`src/rtl/spi_fmt_pkg.sv`:
```
package spi_fmt_pkg;

  typedef enum logic [1:0] {
    ST_IDLE,
    ST_SHIFT,
    ST_TRAIL,
    ST_GAP
  } spi_state_e;

  // odd gap factor for a prescaler code: 0->1, 1->3, 2->5, 3->7
  function automatic logic [2:0] pre_factor(input logic [1:0] code);
    return {code, 1'b1};
  endfunction

endpackage

```
`src/rtl/spi_fmt_gap.sv`:
```
module spi_fmt_gap #(
  parameter int PRE_W = 2,
  parameter int SCL_W = 4
) (
  input  logic             clk,
  input  logic             rst,
  input  logic             load,
  input  logic [PRE_W-1:0] pre,
  input  logic [SCL_W-1:0] scl,
  output logic             expired
);
  import spi_fmt_pkg::*;

  localparam int GAP_W = (1 << SCL_W) + PRE_W + 1;

  logic [GAP_W-1:0] span;
  logic [GAP_W-1:0] cnt;
  logic             run;

  always_comb begin
    span = (GAP_W'(pre_factor(pre)) << 1) << scl;
  end

  always_ff @(posedge clk) begin
    if (rst) begin
      run <= 1'b0;
      cnt <= '0;
    end else if (load) begin
      run <= 1'b1;
      cnt <= span - 1'b1;
    end else if (run) begin
      if (cnt == '0) run <= 1'b0;
      else           cnt <= cnt - 1'b1;
    end
  end

  assign expired = run && (cnt == '0);

  // the shortest gap is two cycles, so expiry never follows a load at once
  a_r8_gap_not_immediate: assert property (@(posedge clk) disable iff (rst)
    load |=> !expired);
  // expiry is a single event per load
  a_r8_gap_single: assert property (@(posedge clk) disable iff (rst)
    expired |=> !expired);

endmodule

```
`src/rtl/spi_fmt_shift.sv`:
```
module spi_fmt_shift #(
  parameter int MAX_BITS = 16,
  parameter int LEN_W    = $clog2(MAX_BITS + 1)
) (
  input  logic                clk,
  input  logic                rst,
  input  logic                load,
  input  logic [MAX_BITS-1:0] load_word,
  input  logic [LEN_W-1:0]    len,
  input  logic                pre_drive,
  input  logic                launch,
  input  logic                capture,
  input  logic                miso,
  output logic                mosi,
  output logic [MAX_BITS-1:0] rx_data
);

  logic [MAX_BITS-1:0] tx_sr;
  logic [MAX_BITS-1:0] aligned;
  logic [LEN_W-1:0]    pad;

  always_comb begin
    pad     = LEN_W'(MAX_BITS) - len;
    aligned = load_word << pad;
  end

  always_ff @(posedge clk) begin
    if (rst) begin
      tx_sr   <= '0;
      rx_data <= '0;
      mosi    <= 1'b0;
    end else if (load) begin
      rx_data <= '0;
      if (pre_drive) begin
        mosi  <= aligned[MAX_BITS-1];
        tx_sr <= aligned << 1;
      end else begin
        tx_sr <= aligned;
      end
    end else begin
      if (launch) begin
        mosi  <= tx_sr[MAX_BITS-1];
        tx_sr <= tx_sr << 1;
      end
      if (capture) rx_data <= {rx_data[MAX_BITS-2:0], miso};
    end
  end

  // a new frame starts with an empty receive register
  a_r6_rx_cleared: assert property (@(posedge clk) disable iff (rst)
    load |=> rx_data == '0);

endmodule

```
`src/rtl/spi_fmt_master.sv`:
```
module spi_fmt_master #(
  parameter int MAX_BITS = 16,
  parameter int HALF_W   = 8,
  parameter int PRE_W    = 2,
  parameter int SCL_W    = 4,
  parameter int LEN_W    = $clog2(MAX_BITS + 1)
) (
  input  logic                clk,
  input  logic                rst,
  input  logic                cfg_cpol,
  input  logic                cfg_cpha,
  input  logic                cfg_late,
  input  logic [HALF_W-1:0]   cfg_half,
  input  logic [LEN_W-1:0]    cfg_len,
  input  logic [PRE_W-1:0]    cfg_pre,
  input  logic [SCL_W-1:0]    cfg_scl,
  input  logic                start,
  input  logic [MAX_BITS-1:0] tx_word,
  input  logic                miso,
  output logic                ready,
  output logic                done,
  output logic [MAX_BITS-1:0] rx_word,
  output logic                sclk,
  output logic                cs_n,
  output logic                mosi
);
  import spi_fmt_pkg::*;

  localparam int EDGE_W = LEN_W + 1;

  spi_state_e          state;
  logic [HALF_W-1:0]   hcnt;
  logic [EDGE_W-1:0]   ecnt;
  logic                cpol_q, cpha_q, late_q;
  logic [HALF_W-1:0]   half_q;
  logic [LEN_W-1:0]    len_q;
  logic [PRE_W-1:0]    pre_q;
  logic [SCL_W-1:0]    scl_q;
  logic                cap_late;
  logic [MAX_BITS-1:0] rx_data;
  logic                gap_exp;

  logic              accept, tick, edge_now, last_edge, odd;
  logic              cap_now, launch_now, gap_load, cap_sel;
  logic [EDGE_W-1:0] enext;

  always_comb begin
    accept     = ready && start;
    tick       = (hcnt == '0);
    enext      = ecnt + 1'b1;
    odd        = enext[0];
    last_edge  = (enext == {len_q, 1'b0});
    edge_now   = (state == ST_SHIFT) && tick;
    cap_now    = edge_now && (odd ^ cpha_q);
    launch_now = edge_now && (cpha_q ? odd : (!odd && !last_edge));
    gap_load   = (state == ST_TRAIL) && tick;
    cap_sel    = late_q ? cap_late : cap_now;
  end

  always_ff @(posedge clk) begin
    if (rst) begin
      state    <= ST_IDLE;
      ready    <= 1'b1;
      done     <= 1'b0;
      cs_n     <= 1'b1;
      sclk     <= 1'b0;
      hcnt     <= '0;
      ecnt     <= '0;
      cpol_q   <= 1'b0;
      cpha_q   <= 1'b0;
      late_q   <= 1'b0;
      half_q   <= '0;
      len_q    <= '0;
      pre_q    <= '0;
      scl_q    <= '0;
      rx_word  <= '0;
      cap_late <= 1'b0;
    end else begin
      done     <= 1'b0;
      cap_late <= cap_now;
      case (state)
        ST_IDLE: begin
          sclk <= cfg_cpol;
          if (accept) begin
            cpol_q <= cfg_cpol;
            cpha_q <= cfg_cpha;
            late_q <= cfg_late;
            half_q <= cfg_half;
            len_q  <= cfg_len;
            pre_q  <= cfg_pre;
            scl_q  <= cfg_scl;
            cs_n   <= 1'b0;
            ready  <= 1'b0;
            hcnt   <= cfg_half - 1'b1;
            ecnt   <= '0;
            state  <= ST_SHIFT;
          end
        end
        ST_SHIFT: begin
          if (tick) begin
            sclk <= ~sclk;
            ecnt <= enext;
            hcnt <= half_q - 1'b1;
            if (last_edge) state <= ST_TRAIL;
          end else begin
            hcnt <= hcnt - 1'b1;
          end
        end
        ST_TRAIL: begin
          if (tick) begin
            cs_n  <= 1'b1;
            state <= ST_GAP;
          end else begin
            hcnt <= hcnt - 1'b1;
          end
        end
        default: begin
          if (gap_exp) begin
            done    <= 1'b1;
            ready   <= 1'b1;
            rx_word <= rx_data;
            state   <= ST_IDLE;
          end
        end
      endcase
    end
  end

  spi_fmt_shift #(.MAX_BITS(MAX_BITS), .LEN_W(LEN_W)) u_shift (
    .clk       (clk),
    .rst       (rst),
    .load      (accept),
    .load_word (tx_word),
    .len       (cfg_len),
    .pre_drive (!cfg_cpha),
    .launch    (launch_now),
    .capture   (cap_sel),
    .miso      (miso),
    .mosi      (mosi),
    .rx_data   (rx_data)
  );

  spi_fmt_gap #(.PRE_W(PRE_W), .SCL_W(SCL_W)) u_gap (
    .clk     (clk),
    .rst     (rst),
    .load    (gap_load),
    .pre     (pre_q),
    .scl     (scl_q),
    .expired (gap_exp)
  );

  // the clock rests at the captured polarity during the idle gap
  a_r1_gap_rest_level: assert property (@(posedge clk) disable iff (rst)
    (state == ST_GAP) |-> sclk == cpol_q);
  // acceptance selects the peripheral and drops ready next cycle
  a_r2_accept: assert property (@(posedge clk) disable iff (rst)
    (ready && start) |=> (!cs_n && !ready));
  // half-period is at least two system clocks
  a_r3_no_fast_toggle: assert property (@(posedge clk) disable iff (rst)
    (!cs_n && !$stable(sclk)) |=> $stable(sclk));
  // select is released only with the clock at rest
  a_r3_release_at_rest: assert property (@(posedge clk) disable iff (rst)
    $rose(cs_n) |-> sclk == cpol_q);
  // done is one cycle wide and coincides with ready rising
  a_r9_done_pulse: assert property (@(posedge clk) disable iff (rst)
    done |=> !done);
  a_r9_ready_with_done: assert property (@(posedge clk) disable iff (rst)
    $rose(ready) |-> done);
  // captured configuration cannot change while busy
  a_r10_cfg_hold: assert property (@(posedge clk) disable iff (rst)
    !ready |=> ($stable(len_q) && $stable(cpha_q) && $stable(late_q)));

endmodule

```
`config.mk`:
```
export PLATFORM = sky130hd
export DESIGN_NAME = spi_fmt_master
export DESIGN_NICKNAME = d
export VERILOG_FILES = /design/src/rtl/spi_fmt_pkg.sv /design/src/rtl/spi_fmt_gap.sv /design/src/rtl/spi_fmt_shift.sv /design/src/rtl/spi_fmt_master.sv
export SDC_FILE = /design/constraint.sdc
export NUM_CORES = 1
export LEC_CHECK = 0
export BUFFER_PORTS_ARGS = -buffer_cell sky130_fd_sc_hd__clkbuf_2
export CAP_MARGIN = 20
export CORE_ASPECT_RATIO = 1.5
export CORE_UTILIZATION = 40
export CTS_CLUSTER_DIAMETER = 150
export DETAILED_ROUTE_END_ITERATION = 6
export MAX_ROUTING_LAYER = met4
export PLACE_DENSITY = 0.56
export SETUP_SLACK_MARGIN = 0.4
export SYNTH_ARGS = -nofsm -noshare
export SYNTH_HDL_FRONTEND = slang
export SYNTH_HIERARCHICAL = 1
export SYNTH_SLANG_ARGS = --single-unit
export TNS_END_PERCENT = 1
```
`constraint.sdc`:
```
create_clock -name clk -period 4.6 [get_ports clk]
set_clock_uncertainty 0.2 [all_clocks]
set_input_delay 0.92 -clock clk [delete_from_list [all_inputs] [get_ports clk]]
set_output_delay 0.92 -clock clk [all_outputs]
set_load 0.01 [all_outputs]
```
==> results.cfg <==
[run_status]
status = finished, final reports clean

[routing]
vias = 6196
vias_per_cell = 5.75
antenna_left = 0
route.detailed.drc = 0
first_pass_iters = 4
drt_iter0_drc = 305
wl_per_cell_um = 17.3
wirelength_mm = 18.7

[placed_design]
gp_congestion = 0.888
dp_hpwl_mm = 13.7
io_buffers = 62
dp.cells = 1061

[global_routing]
grt_pass1_vias = 6145
grt_max_degree = 53
antenna_found_initial = 0
track_usage_pct = 22.6
grt_pass1_wl_mm = 30.9
grt_overflow = 0

[sta]
finalSetupTns_ns = 0
setup_viol = 0
slew_violations = 0
period_share_pct = 83.4
rsz0062_at_grt = no
relSlewSlack_pct = 41.8
hold_violations = 0
max_freq_mhz = 261
layout_min_cycle_time_ns = 3.84
tightest_slew_ns = 0.874
worst_hold_slack_ns = 0.258

[clock_tree]
cts_tree = built
cts_buffers = 9
holdBufCountCts = 0
cts_setup_buffers = 0
clockBufferDepth = 2
cts_resized = 0
worstSkewPairLatency_ns = 0.36
clk_pin_slew_ns = 0.09
cts_root_buffer = clkbuf_16
htree_levels = 3
cts.sinks = 111

[finish]
nFillCells = 1764
syn2layout_area_growth_pct = 10.2
multiInputGateArea_sq_mm = 0.00448
fin_cells = 1077
antennaDiodeCount = 0
regArea_sq_mm = 0.00222
layout.nets = 914
drive_gt1_share_pct = 16.8

[worst_setup_path]
cp-start-kind = register
required_ns = 4.65
rr_endpoint = u_gap/cnt[18]
slowest_delay_ns = 0.40
critPathCapture = u_gap/cnt[18]
crit_chain = inv_1 > ha_1 > nor3b_4 > nand2_1 > nor2_2 > buf_4 > nand2b_1 > o31a_1 > ha_1 > o311ai_2 > nor3_4 > nand4_1 > nor2_1 > a21oi_1 > a2111oi_2
path_buf_inv = 2
cp.arrival_ns = 3.89
r2r_start = hcnt[0]
path_max_fanout = 39
worstSetupPathType = register to register
crit_top_cell = ha_1
cp.depth = 15
reg2reg_depth = 15
slowest_stage = dfxtp_1
cpLargestDelayFamily = simple AND/OR/NAND/NOR gates
cp-end-kind = register
startpoint = hcnt[0]
regToRegSetupSlack_ns = 0.76

[floorplanning]
rows = 58
die_x_um = 110
die_y_um = 164
core_sq_mm = 0.0170
start_util_pct = 41.2
boundaryPins = 63
die-area_sq_mm = 0.0181

[yosys]
avgSynthCellArea_sq_um = 8.44
syn-cell-area_sq_mm = 0.00700
ys.flop_type = dfxtp_1
ys_types = 102
synthCells = 830
synth-edff-count = 0
ys_ff_latch = 111
syn_nets = 882
synthArstFlopShare_pct = 0
yosysSeqAreaShare_pct = 31.7
yosysWarnings = 6

[flow_run]
cap_viol_max_count = 0

[worst_hold_path]
min_path_cells = 2
min_path_type = register to register

[power_and_ir_drop]
ir_worst_vdd_v = 0.000208
p_leak_uw = 0.00281
power_density_mw_per_mm2 = 500
[sequential cells by signal (all words and copies together), names as in the netlist, 2 cells and up]
register / cells
pre_q: 2
hcnt: 8
len_q: 5
half_q: 8
u_shift/tx_sr: 16
u_shift/rx_data: 16
state: 2
ecnt: 6
u_gap/cnt: 19
scl_q: 4
rx_word: 16
[per-stage QoR]
step / worst slack (ns) / cell area [sq um] / power (uW) / util (%)
4_1_cts: 0.771 / 7710 / 3880 / 45.4
6_report: 0.763 / 7710 / 3860 / 45.4
3_3_place_gp: 0.965 / 7400 / 3040 / 43.6
2_1_floorplan: 1.36 / 7000 / 2660 / -
3_5_place_dp: 0.809 / 7400 / 3040 / 43.6
5_1_grt: 0.425 / 7710 / 4120 / 45.4
[where the power goes]
group / internal, uW / switching (uW)
combinational: 747 / 1060
clock: 397 / 423
sequential: 1080 / 155
total: 2220 / 1630
[cell usage after synthesis (8+ instances only)]
master / count / area share, %
nand2_1: 121 / 6.5
dfxtp_1: 111 / 32
nor2_1: 83 / 4.4
a21oi_1: 72 / 5.1
mux2i_1: 35 / 5.0
clkbuf_1: 24 / 1.3
xnor2_1: 21 / 2.6
inv_1: 20 / 1.1
o21ai_0: 20 / 1.4
a31oi_1: 18 / 1.6
xor2_1: 17 / 2.1
a211oi_1: 14 / 1.5
nor3_1: 13 / 0.93
o211ai_1: 12 / 1.3
nor2b_1: 11 / 0.98
and3_1: 10 / 0.89
buf_2: 10 / 0.71
ha_1: 10 / 1.8
nand3_1: 10 / 0.71
or3_1: 10 / 0.89
mux4_1: 8 / 3.0
nand4_1: 8 / 0.71
nor3b_1: 8 / 0.86
[cell usage in the layout, fill, tap and decap left out, types with 17 or more instances in the layout]
master / n
nand2_1: 121
nor2_1: 82
o21ai_0: 19
xor2_1: 17
a31oi_1: 18
xnor2_1: 21
a21oi_1: 72
dfxtp_1: 111
mux2i_1: 35
clkbuf_2: 61
inv_1: 20
[layout make-up]
type	count	area share (%)
inverter	21	1.02
clock inverter	7	1.15
clock buffer	9	2.92
timing repair buffer	68	4.64
multi-input combinational	651	58.1
sequential	111	28.8
tap	210	3.41
[worst reg2reg max path: cells and delay by family, from the launching register on]
kind	cells	cell delay [ns]
AND/OR/NAND/NOR	7	1.60
AO/OA/AOI/OAI	4	0.74
adder cells (fa/ha/maj)	2	0.44
flip-flops	1	0.40
buffers and inverters	2	0.33
[how the worst min path moves through the flow]
stage                        start          end  slack [ns]
2_1_floorplan  u_shift/rx_data[15]  rx_word[15]        0.23
3_3_place_gp   u_shift/rx_data[15]  rx_word[15]        0.24
3_5_place_dp   u_shift/rx_data[15]  rx_word[15]        0.24
4_1_cts                 rx_word[6]   rx_word[6]        0.26
5_1_grt                 rx_word[6]   rx_word[6]        0.27
6_report                rx_word[6]   rx_word[6]        0.26
[routing by layer]
layer / track usage [%] / routed length (um) / up-vias
met5: - / 0 / -
met4: 9.82 / 688 / 0
met3: 3.33 / 582 / 42
met2: 40.5 / 9930 / 144
met1: 24.3 / 7480 / 2924
li1: - / - / 3086
[kinds of logic (layout without fill, tap and decap cells)]
group | Yosys count | after routing | synth area share [%]
XOR/XNOR | 40 | 40 | 5.22
adder cells (fa/ha/maj) | 10 | 10 | 1.79
AO/OA/AOI/OAI | 218 | 218 | 22.0
buffers and inverters | 68 | 105 | 4.57
multiplexers | 54 | 54 | 10.7
flip-flops | 111 | 111 | 31.7
AND/OR/NAND/NOR | 329 | 329 | 23.9
(Power assumes the default switching activity.)
